===== src/rtl/osd_serial_pkg.sv =====
package osd_serial_pkg;

    typedef enum logic [1:0] {
        TGT_CODE = 2'd0,
        TGT_ATTR = 2'd1,
        TGT_FONT = 2'd2
    } wr_tgt_e;

    typedef enum logic [2:0] {
        ST_IDLE   = 3'd0,
        ST_ROW    = 3'd1,
        ST_COL    = 3'd2,
        ST_DATA   = 3'd3,
        ST_STREAM = 3'd4
    } pkt_st_e;

endpackage


===== src/rtl/osd_spi_rx.sv =====
module osd_spi_rx #(
    parameter int SYNC_STAGES = 2,
    parameter int BYTE_W      = 8
) (
    input  logic              clk,
    input  logic              rst_n,
    input  logic              sel_n,
    input  logic              sck,
    input  logic              sdi,
    output logic              frame_act,
    output logic              byte_vld,
    output logic [BYTE_W-1:0] byte_out
);
    localparam int CNT_W = $clog2(BYTE_W);
    localparam logic [CNT_W-1:0] LAST_BIT = CNT_W'(BYTE_W - 1);

    logic [SYNC_STAGES-1:0] sck_s;
    logic [SYNC_STAGES-1:0] sel_s;
    logic [SYNC_STAGES-1:0] sdi_s;
    logic                   sck_d;
    logic [CNT_W-1:0]       bit_cnt;
    logic [BYTE_W-2:0]      shreg;
    logic                   sck_rise;

    // synchronizer chains, stage 0 takes the pin
    for (genvar i = 0; i < SYNC_STAGES; i++) begin : g_sync
        if (i == 0) begin : g_first
            always_ff @(posedge clk or negedge rst_n) begin
                if (!rst_n) begin
                    sck_s[0] <= 1'b0;
                    sel_s[0] <= 1'b1;
                    sdi_s[0] <= 1'b0;
                end else begin
                    sck_s[0] <= sck;
                    sel_s[0] <= sel_n;
                    sdi_s[0] <= sdi;
                end
            end
        end else begin : g_next
            always_ff @(posedge clk or negedge rst_n) begin
                if (!rst_n) begin
                    sck_s[i] <= 1'b0;
                    sel_s[i] <= 1'b1;
                    sdi_s[i] <= 1'b0;
                end else begin
                    sck_s[i] <= sck_s[i-1];
                    sel_s[i] <= sel_s[i-1];
                    sdi_s[i] <= sdi_s[i-1];
                end
            end
        end
    end

    assign frame_act = ~sel_s[SYNC_STAGES-1];
    assign sck_rise  = sck_s[SYNC_STAGES-1] & ~sck_d;

    always_ff @(posedge clk or negedge rst_n) begin
        if (!rst_n) begin
            sck_d    <= 1'b0;
            bit_cnt  <= '0;
            shreg    <= '0;
            byte_vld <= 1'b0;
            byte_out <= '0;
        end else begin
            sck_d    <= sck_s[SYNC_STAGES-1];
            byte_vld <= 1'b0;
            if (!frame_act) begin
                bit_cnt <= '0;
            end else if (sck_rise) begin
                if (bit_cnt == LAST_BIT) begin
                    byte_out <= {shreg, sdi_s[SYNC_STAGES-1]};
                    byte_vld <= 1'b1;
                    bit_cnt  <= '0;
                end else begin
                    shreg   <= {shreg[BYTE_W-3:0], sdi_s[SYNC_STAGES-1]};
                    bit_cnt <= bit_cnt + 1'b1;
                end
            end
        end
    end
endmodule


===== src/rtl/osd_addr_step.sv =====
module osd_addr_step #(
    parameter int DISP_ROW_W = 4,
    parameter int DISP_COL_W = 5,
    parameter int FONT_ROW_W = 3,
    parameter int FONT_COL_W = 6,
    parameter int FONT_COLS  = 36,
    localparam int ROW_W = (DISP_ROW_W > FONT_ROW_W) ? DISP_ROW_W : FONT_ROW_W,
    localparam int COL_W = (DISP_COL_W > FONT_COL_W) ? DISP_COL_W : FONT_COL_W
) (
    input  logic             is_font,
    input  logic [ROW_W-1:0] row,
    input  logic [COL_W-1:0] col,
    output logic [ROW_W-1:0] row_nx,
    output logic [COL_W-1:0] col_nx,
    output logic             in_range
);
    localparam logic [COL_W-1:0] DISP_LAST_COL = COL_W'((1 << DISP_COL_W) - 1);
    localparam logic [COL_W-1:0] FONT_LAST_COL = COL_W'(FONT_COLS - 1);
    localparam logic [COL_W-1:0] FONT_LIMIT    = COL_W'(FONT_COLS);
    localparam logic [ROW_W-1:0] DISP_LAST_ROW = ROW_W'((1 << DISP_ROW_W) - 1);
    localparam logic [ROW_W-1:0] FONT_LAST_ROW = ROW_W'((1 << FONT_ROW_W) - 1);

    logic [COL_W-1:0] last_col;
    logic [ROW_W-1:0] last_row;
    logic             wrap;

    always_comb begin
        last_col = is_font ? FONT_LAST_COL : DISP_LAST_COL;
        last_row = is_font ? FONT_LAST_ROW : DISP_LAST_ROW;
        wrap     = (col >= last_col);
        col_nx   = wrap ? '0 : col + 1'b1;
        if (!wrap)
            row_nx = row;
        else if (row >= last_row)
            row_nx = '0;
        else
            row_nx = row + 1'b1;
        in_range = is_font ? (col < FONT_LIMIT) : 1'b1;
    end
endmodule


===== src/rtl/osd_pkt_fsm.sv =====
module osd_pkt_fsm
    import osd_serial_pkg::*;
#(
    parameter int DISP_ROW_W = 4,
    parameter int DISP_COL_W = 5,
    parameter int FONT_ROW_W = 3,
    parameter int FONT_COL_W = 6,
    parameter int FONT_COLS  = 36,
    localparam int ROW_W = (DISP_ROW_W > FONT_ROW_W) ? DISP_ROW_W : FONT_ROW_W,
    localparam int COL_W = (DISP_COL_W > FONT_COL_W) ? DISP_COL_W : FONT_COL_W
) (
    input  logic             clk,
    input  logic             rst_n,
    input  logic             frame_act,
    input  logic             byte_vld,
    input  logic [7:0]       byte_in,
    output pkt_st_e          st,
    output logic             wr_en,
    output logic [1:0]       wr_tgt,
    output logic [ROW_W-1:0] wr_row,
    output logic [COL_W-1:0] wr_col,
    output logic [7:0]       wr_data
);
    pkt_st_e          st_nx;
    wr_tgt_e          tgt_q, tgt_nx;
    logic [ROW_W-1:0] row_q, row_nx;
    logic [COL_W-1:0] col_q, col_nx;
    logic             fire;
    logic [ROW_W-1:0] step_row;
    logic [COL_W-1:0] step_col;
    logic             in_range;
    logic             is_row_byte;
    logic             mode_bit;

    osd_addr_step #(
        .DISP_ROW_W(DISP_ROW_W), .DISP_COL_W(DISP_COL_W),
        .FONT_ROW_W(FONT_ROW_W), .FONT_COL_W(FONT_COL_W),
        .FONT_COLS (FONT_COLS)
    ) u_step (
        .is_font (tgt_q == TGT_FONT),
        .row     (row_q),
        .col     (col_q),
        .row_nx  (step_row),
        .col_nx  (step_col),
        .in_range(in_range)
    );

    assign is_row_byte = byte_in[7];
    assign mode_bit    = byte_in[6];

    // next state and held address
    always_comb begin
        st_nx  = st;
        tgt_nx = tgt_q;
        row_nx = row_q;
        col_nx = col_q;
        fire   = 1'b0;
        if (byte_vld) begin
            unique case (st)
                ST_IDLE, ST_ROW, ST_DATA: begin
                    if (is_row_byte) begin
                        st_nx = ST_ROW;
                        if (mode_bit) begin
                            tgt_nx = TGT_FONT;
                            row_nx = ROW_W'(byte_in[FONT_ROW_W-1:0]);
                        end else begin
                            tgt_nx = byte_in[5] ? TGT_ATTR : TGT_CODE;
                            row_nx = ROW_W'(byte_in[DISP_ROW_W-1:0]);
                        end
                    end else if (st != ST_IDLE) begin
                        st_nx  = mode_bit ? ST_STREAM : ST_COL;
                        col_nx = (tgt_q == TGT_FONT) ? COL_W'(byte_in[FONT_COL_W-1:0])
                                                     : COL_W'(byte_in[DISP_COL_W-1:0]);
                    end
                end
                ST_COL: begin
                    fire  = in_range;
                    st_nx = ST_DATA;
                end
                ST_STREAM: begin
                    fire   = in_range;
                    row_nx = step_row;
                    col_nx = step_col;
                end
                default: st_nx = ST_IDLE;
            endcase
        end
    end

    // state register
    always_ff @(posedge clk or negedge rst_n) begin
        if (!rst_n) begin
            st    <= ST_IDLE;
            tgt_q <= TGT_CODE;
            row_q <= '0;
            col_q <= '0;
        end else if (!frame_act) begin
            st <= ST_IDLE;
        end else begin
            st    <= st_nx;
            tgt_q <= tgt_nx;
            row_q <= row_nx;
            col_q <= col_nx;
        end
    end

    // output register
    always_ff @(posedge clk or negedge rst_n) begin
        if (!rst_n) begin
            wr_en   <= 1'b0;
            wr_tgt  <= TGT_CODE;
            wr_row  <= '0;
            wr_col  <= '0;
            wr_data <= '0;
        end else begin
            wr_en <= fire && frame_act;
            if (fire && frame_act) begin
                wr_tgt  <= tgt_q;
                wr_row  <= row_q;
                wr_col  <= col_q;
                wr_data <= byte_in;
            end
        end
    end
endmodule


===== src/rtl/osd_serial_decoder.sv =====
module osd_serial_decoder
    import osd_serial_pkg::*;
#(
    parameter int SYNC_STAGES = 2,
    parameter int DISP_ROW_W  = 4,
    parameter int DISP_COL_W  = 5,
    parameter int FONT_ROW_W  = 3,
    parameter int FONT_COL_W  = 6,
    parameter int FONT_COLS   = 36,
    localparam int ROW_W = (DISP_ROW_W > FONT_ROW_W) ? DISP_ROW_W : FONT_ROW_W,
    localparam int COL_W = (DISP_COL_W > FONT_COL_W) ? DISP_COL_W : FONT_COL_W
) (
    input  logic             clk,
    input  logic             rst_n,
    input  logic             spi_sel_n,
    input  logic             spi_sck,
    input  logic             spi_sdi,
    output logic             wr_en,
    output logic [1:0]       wr_tgt,
    output logic [ROW_W-1:0] wr_row,
    output logic [COL_W-1:0] wr_col,
    output logic [7:0]       wr_data
);
    logic       frame_act;
    logic       byte_vld;
    logic [7:0] byte_val;
    pkt_st_e    pkt_st;

    osd_spi_rx #(
        .SYNC_STAGES(SYNC_STAGES),
        .BYTE_W     (8)
    ) u_rx (
        .clk      (clk),
        .rst_n    (rst_n),
        .sel_n    (spi_sel_n),
        .sck      (spi_sck),
        .sdi      (spi_sdi),
        .frame_act(frame_act),
        .byte_vld (byte_vld),
        .byte_out (byte_val)
    );

    osd_pkt_fsm #(
        .DISP_ROW_W(DISP_ROW_W), .DISP_COL_W(DISP_COL_W),
        .FONT_ROW_W(FONT_ROW_W), .FONT_COL_W(FONT_COL_W),
        .FONT_COLS (FONT_COLS)
    ) u_fsm (
        .clk      (clk),
        .rst_n    (rst_n),
        .frame_act(frame_act),
        .byte_vld (byte_vld),
        .byte_in  (byte_val),
        .st       (pkt_st),
        .wr_en    (wr_en),
        .wr_tgt   (wr_tgt),
        .wr_row   (wr_row),
        .wr_col   (wr_col),
        .wr_data  (wr_data)
    );
endmodule


===== config.mk =====
export PLATFORM = sky130hd
export DESIGN_NAME = osd_serial_decoder
export DESIGN_NICKNAME = d
export VERILOG_FILES = /design/src/rtl/osd_serial_pkg.sv /design/src/rtl/osd_spi_rx.sv /design/src/rtl/osd_addr_step.sv /design/src/rtl/osd_pkt_fsm.sv /design/src/rtl/osd_serial_decoder.sv
export SDC_FILE = /design/constraint.sdc
export NUM_CORES = 1
export LEC_CHECK = 0
export BUFFER_PORTS_ARGS = -buffer_cell sky130_fd_sc_hd__buf_4
export CAP_MARGIN = 15
export CORE_MARGIN = 2
export CORE_UTILIZATION = 45
export DETAILED_ROUTE_END_ITERATION = 7
export GPL_TIMING_DRIVEN = 0
export PLACE_DENSITY = 0.61
export SETUP_SLACK_MARGIN = 0.05
export SYNTH_ARGS = -nofsm -noshare
export SYNTH_HDL_FRONTEND = slang
export SYNTH_HIERARCHICAL = 1
export SYNTH_SLANG_ARGS = --single-unit

===== constraint.sdc =====
create_clock -name clk -period 3.1 [get_ports clk]
set_clock_uncertainty 0.05 [all_clocks]
set_input_delay 0.62 -clock clk [delete_from_list [all_inputs] [get_ports clk]]
set_output_delay 0.62 -clock clk [all_outputs]
set_load 0.01 [all_outputs]

**Word-level counts from Yosys, hierarchy flattened**

Index checks and enable logic that the tools add are counted.

- Register bits: 62
- Input port bits: 5
- Output and inout bits: 21
- Word-level logic and storage cells: 85

- Add/sub/neg operators: 3
- $lt $le $gt $ge: 3
- Equality and inequality tests: 12
- Mux-type cells: 29
- Bitwise operators: 4
- Reduce and logical (&&, ||, !) cells: 14

Operators with widths:

| kind | number |
|---|---|
| 2-to-1 mux 6 bit | 5 |
| 2-to-1 mux 3 bit | 8 |
| 2-to-1 mux 4 bit | 5 |
| one-hot mux 6 bit (2 select lines) | 1 |
| AND reduction 5 bit | 2 |
| one-hot mux 3 bit (3 select lines) | 1 |
| AND reduction 3 bit | 3 |
| inequality test 2 bit (second input constant) | 4 |
| one-hot mux 4 bit (2 select lines) | 1 |
| 2-to-1 mux 1 bit | 7 |
| adder 6 x 1 -> 6 bit (second input constant) | 1 |
| == test 3 x 2 -> 1 bit (second input constant) | 2 |
| == test 3 bit (second input constant) | 2 |
| >= comparator 6 bit | 1 |
| less-than comparator 6 bit (second input constant) | 1 |
| nonzero test 2 bit | 3 |
| adder 4 x 1 -> 4 bit (second input constant) | 1 |
| >= comparator 4 bit | 1 |
| inequality test 4 x 3 -> 1 bit (second input constant) | 1 |
| AND reduction 4 bit | 1 |
| adder 3 x 1 -> 3 bit (second input constant) | 1 |
| == test 3 x 1 -> 1 bit (second input constant) | 1 |
| zero test 3 bit | 1 |
| inverter 1 bit | 3 |
| 8 further kinds | 8 |

**Depth between registers and ports, before layout**

- Word-level depth: 6
- Mapped depth: 11
- Mapped depth without buffers: 10

**By module**

The synthesis kept the hierarchy.

Modules (own cells, without submodules):

| module | instances | cells each | area an instance (µm²) | seq. area each (µm²) |
|---|---|---|---|---|
| osd_pkt_fsm | 1 | 110 | 1655.3 | 900.9 |
| osd_spi_rx | 1 | 57 | 994.7 | 653.1 |
| osd_addr_step | 1 | 45 | 315.3 | 0.0 |

**Worst setup path before layout**

No wires, ideal clock.

- Path type: reg-to-reg
- Start point: register u_fsm.tgt_q[0]
- End point: register u_fsm.row_q[2]
- Setup time: 125 ps
- Arrival: 2260 ps
- Data required time: 2925 ps
- Setup slack: 665 ps
- Cell stages (with the launch flop): 10
- Path buffers: 1
- Period minus slack after synthesis: 2435 ps
- Cell sequence: dfrtp_1 -> nor2b_1 -> ha_1 -> a21oi_1 -> o22ai_1 -> or2_1 -> buf_6 -> a22o_1 -> mux2_2 -> mux2_2

- Word-level cells in the longest chain between the ends: 6
- Elaborated cells between the ends (all ways): 10
- Classes of those cells: order compare (2); eq/ne (2); mux (5); reduce/logical (1)

Ends and longest elaborated chain:

| what | RTL line | source |
|---|---|---|
| from (decl) | osd_pkt_fsm.sv:25 | `wr_tgt_e tgt_q, tgt_nx;` |
| from (signal assigned) | osd_pkt_fsm.sv:101 | `tgt_q <= tgt_nx;` |
| == test 2 bit | osd_pkt_fsm.sv:40 | `.is_font (tgt_q == TGT_FONT),` |
| 2-to-1 mux 4 bit | osd_addr_step.sv:29 | `last_row = is_font ? FONT_LAST_ROW : DISP_LAST_ROW;` |
| >= comparator 4 bit | osd_addr_step.sv:34 | `else if (row >= last_row)` |
| 2-to-1 mux 4 bit | osd_addr_step.sv:34 |  |
| 2-to-1 mux 4 bit | osd_addr_step.sv:32 | `if (!wrap)` |
| named net u_fsm.step_row[2] | osd_pkt_fsm.sv:29 | `logic [ROW_W-1:0] step_row;` |
| one-hot mux 4 bit (2 select lines) | osd_pkt_fsm.sv:59 | `unique case (st)` |
| to (signal assigned) | osd_pkt_fsm.sv:102 | `row_q <= row_nx;` |
| to (decl) | osd_pkt_fsm.sv:26 | `logic [ROW_W-1:0] row_q, row_nx;` |

The timed path passes the listed nets, and every way through them passes these cells. The select of a mux whose other input is x is not followed.
A chain may end at the register's enable or synchronous reset.

**Worst setup path in the final report**

Ends and elaborated chain as after synthesis.

==> metrics <==
maxcap violations 0; Highest Clock Rate between 300 and 400 MHz; slowest stage delay, CP ~0.43 ns; Inserted Clock Buffers 9; hpwl dp approximately 3300 µm; maximum level of the CTS H-tree 3; Final Cycle Share 87.8%; GRT Total Usage 15.3%; post-synthesis cell area approximately 3000 µm²; cts repair resizes 0; leading area contributor after synthesis dfrtp_1; Worst slew margin slightly below 50%; Mapped Avg Cell Area 14.0 µm²; Leak Pwr roughly 1.7 nW; ys async rst share between 90% and 100%; ANT nets after route 0; drt pass-1 iters 4; first-pass GRT wire length 8470 µm; DIE AREA 7250 µm²; M2 GR Usage between 20% and 30%; synth cell count leaders dfrtp_1 (60), mux2_2 (27), mux2_1 (19); post-synthesis sequential area ratio a little over half; Antenna Cells 0; Post-CTS Setup Bufs 0; Max VDD drop around 380 µV; largest cells by area after synthesis dfrtp_1 (51%), mux2_2 (10%), mux2_1 (7.2%), mux2_4 (5.1%), ha_1 (3.8%); R2R setup slack 0.38 ns; placed cell count between 300 and 400; WP data required around 3.3 ns; die height ~85 µm; CTS tree built; Slew @ Worst Pin between 0.7 and 0.8 ns; placer congestion estimate 0.732; final wirelength around 4900 µm; crit end category register; slowest CP cell nor2b_1; detailed-route via count about 1700; final-report hold violation count 0; Distinct cells, synth 43; worst-skew pair later-pin latency about 0.34 ns; number of global-route vias before repair 1743; buffer depth of the longest clock path 2; met3 GRT Util between 5 and 6%; startpoint types register; Post-synth EDFFs 0; Hold Crit Class primary input to asynchronous set/reset pin; Synth Register Bits 62; Crit Path Category register to register; Top FF cell, synth dfrtp_1; Clock transition at path regs roughly 0.070 ns; via/cell ratio 5.18; Ports 26; RSZ-0062 raised after global routing no; row cnt 29; Max Slew Vio Count 0; Core Region 6350 µm²; routing usage on met1 between 10% and 20%; CP arrival around 2.9 ns; setup_tns 0 ns; clock sink count 62; Overflow after GRT 0; most used cell, CP mux2_2; Root Buffer clkbuf_8; nets about 260; die width about 85 µm; Pwr Density roughly 460 nW/µm²; Layout Cells excl Fill 330; CP cell instances nor2b_1, ha_1, a21oi_1, o22ai_1, or2_1, buf_6, a22o_1, mux2_2, mux2_2; CTS Hold Bufs 0; Yosys top cell area share between 50 and 60%; largest fanout on the critical path 9; FILL cells 523; Layout Area Growth over Synthesis 15.4%; status finished, final reports clean; layout cells sized above 1 39.1%; Mapped Nets 226; Routed WL per cell 14.7 µm; initial antenna violation count 0; Starting Density a little under half; IO buf count 25; crit path time final 2.72 ns; Setup violations, final 0; Synthesis Warnings 6; most numerous cell in the Yosys netlist dfrtp_1; Cells after Synth 212; layer with the highest usage met2; DR iter-0 viols 64; largest net degree at the start of global routing 63; drt drc 0
==> registers in the layout (all words and copies together), names as in the netlist <==
signal and cells:
u_fsm/wr_data 8, u_rx/byte_out 8, u_rx/shreg 7, u_fsm/col_q 6, u_fsm/wr_col 6, u_fsm/row_q 4
u_fsm/wr_row 4, u_fsm/st 3, u_rx/bit_cnt 3, u_fsm/tgt_q 2, u_fsm/wr_tgt 2, u_rx/sck_s 2
u_rx/sdi_s 2, u_rx/sel_s 2, u_fsm/wr_en 1, u_rx/byte_vld 1, u_rx/sck_d 1
==> metrics by stage <==
stage                     cell area [µm²]  util (%)  setup slack [ns]  total power [mW]  hold slack [ns]
after detailed placement             3250      51.2             0.393             0.967            0.287
final                                3420      53.9             0.377              1.56            0.289
after floorplan                      2970         -             0.665             0.933            0.274
after global routing                 3420      53.9             0.255              1.64            0.303
after CTS                            3420      53.9             0.370              1.60            0.304
after global placement               3250      51.2             0.399             0.962            0.284
==> report_power, final <==
part	total, mW	switching, mW	internal (mW)
Sequential	0.882	0.0289	0.853
Clock	0.609	0.319	0.290
Combinational	0.0675	0.0293	0.0382
==> per-layer routing <==
layer	vias up	wire length (µm)	share of wire, %
met5	-	0	0
met4	0	108	2.2
met3	6	225	4.6
met2	37	2170	45
met1	839	2350	48
li1	828	-	-
==> area by class of cell <==
type | instances | area, µm² | area share [%]
Clock buffer | 9 | 124 | 3.62
Buffer | 8 | 75.1 | 2.19
Sequential cell | 62 | 1550 | 45.4
Timing Repair Buffer | 25 | 188 | 5.48
Inverter | 6 | 22.5 | 0.658
Clock inverter | 7 | 48.8 | 1.43
Multi-Input combinational cell | 136 | 1310 | 38.4
Tap cell | 77 | 96.3 | 2.82
==> cell families (layout without fill, tap and decap cells) <==
kind of cell	after synthesis	after routing	share of synthesized area, %
fa+ha+maj	9	9	3.80
buf+inv	14	55	3.29
compound gates	20	20	5.53
flops	62	62	52.4
xor+xnor	5	5	1.48
simple gates	42	42	9.62
mux	60	60	23.9
==> cells in the final DEF (no fill, tap or decap), drive strengths merged, types with 2 or more instances in the layout <==
cell type | Yosys | layout
ha | 9 | 9
o21ai | 5 | 5
nor3b | 3 | 3
nand2b | 2 | 2
nor2b | 6 | 6
a21oi | 4 | 4
dfstp | 2 | 2
nand2 | 5 | 5
nor2 | 11 | 11
clkbuf | 0 | 9
a22oi | 2 | 2
o22ai | 2 | 2
mux2i | 4 | 4
or2 | 2 | 2
mux2 | 56 | 56
nor4bb | 2 | 2
dfrtp | 60 | 60
xnor2 | 3 | 3
nand3 | 4 | 4
nor4b | 2 | 2
inv | 6 | 7
xor2 | 2 | 2
buf | 8 | 33
clkinv | 0 | 5
or3b | 3 | 3
==> worst max-delay path, delay by kind of cell (launching register included) <==
| kind | cells | cell delay (ns) |
|---|---|---|
| buf+inv | 1 | 0.15 |
| compound gates | 3 | 0.50 |
| simple gates | 2 | 0.67 |
| fa+ha+maj | 1 | 0.34 |
| mux | 2 | 0.50 |
| flops | 1 | 0.40 |
==> path summary, 6_finish.rpt <==
path,end,start,depth (start not counted)
hold reg to reg,u_rx/sck_s[1],u_rx/sck_s[0],0
setup reg to reg,u_fsm/row_q[2],u_fsm/tgt_q[0],9
hold / removal,u_fsm/row_q[0],rst_n,1
max in group asynchronous,u_fsm/wr_col[3],rst_n,1
min in group clk,u_rx/sck_s[1],u_rx/sck_s[0],0
setup / recovery,u_fsm/row_q[2],u_fsm/tgt_q[0],9
Note: power is estimated with default switching activity, not from simulation.
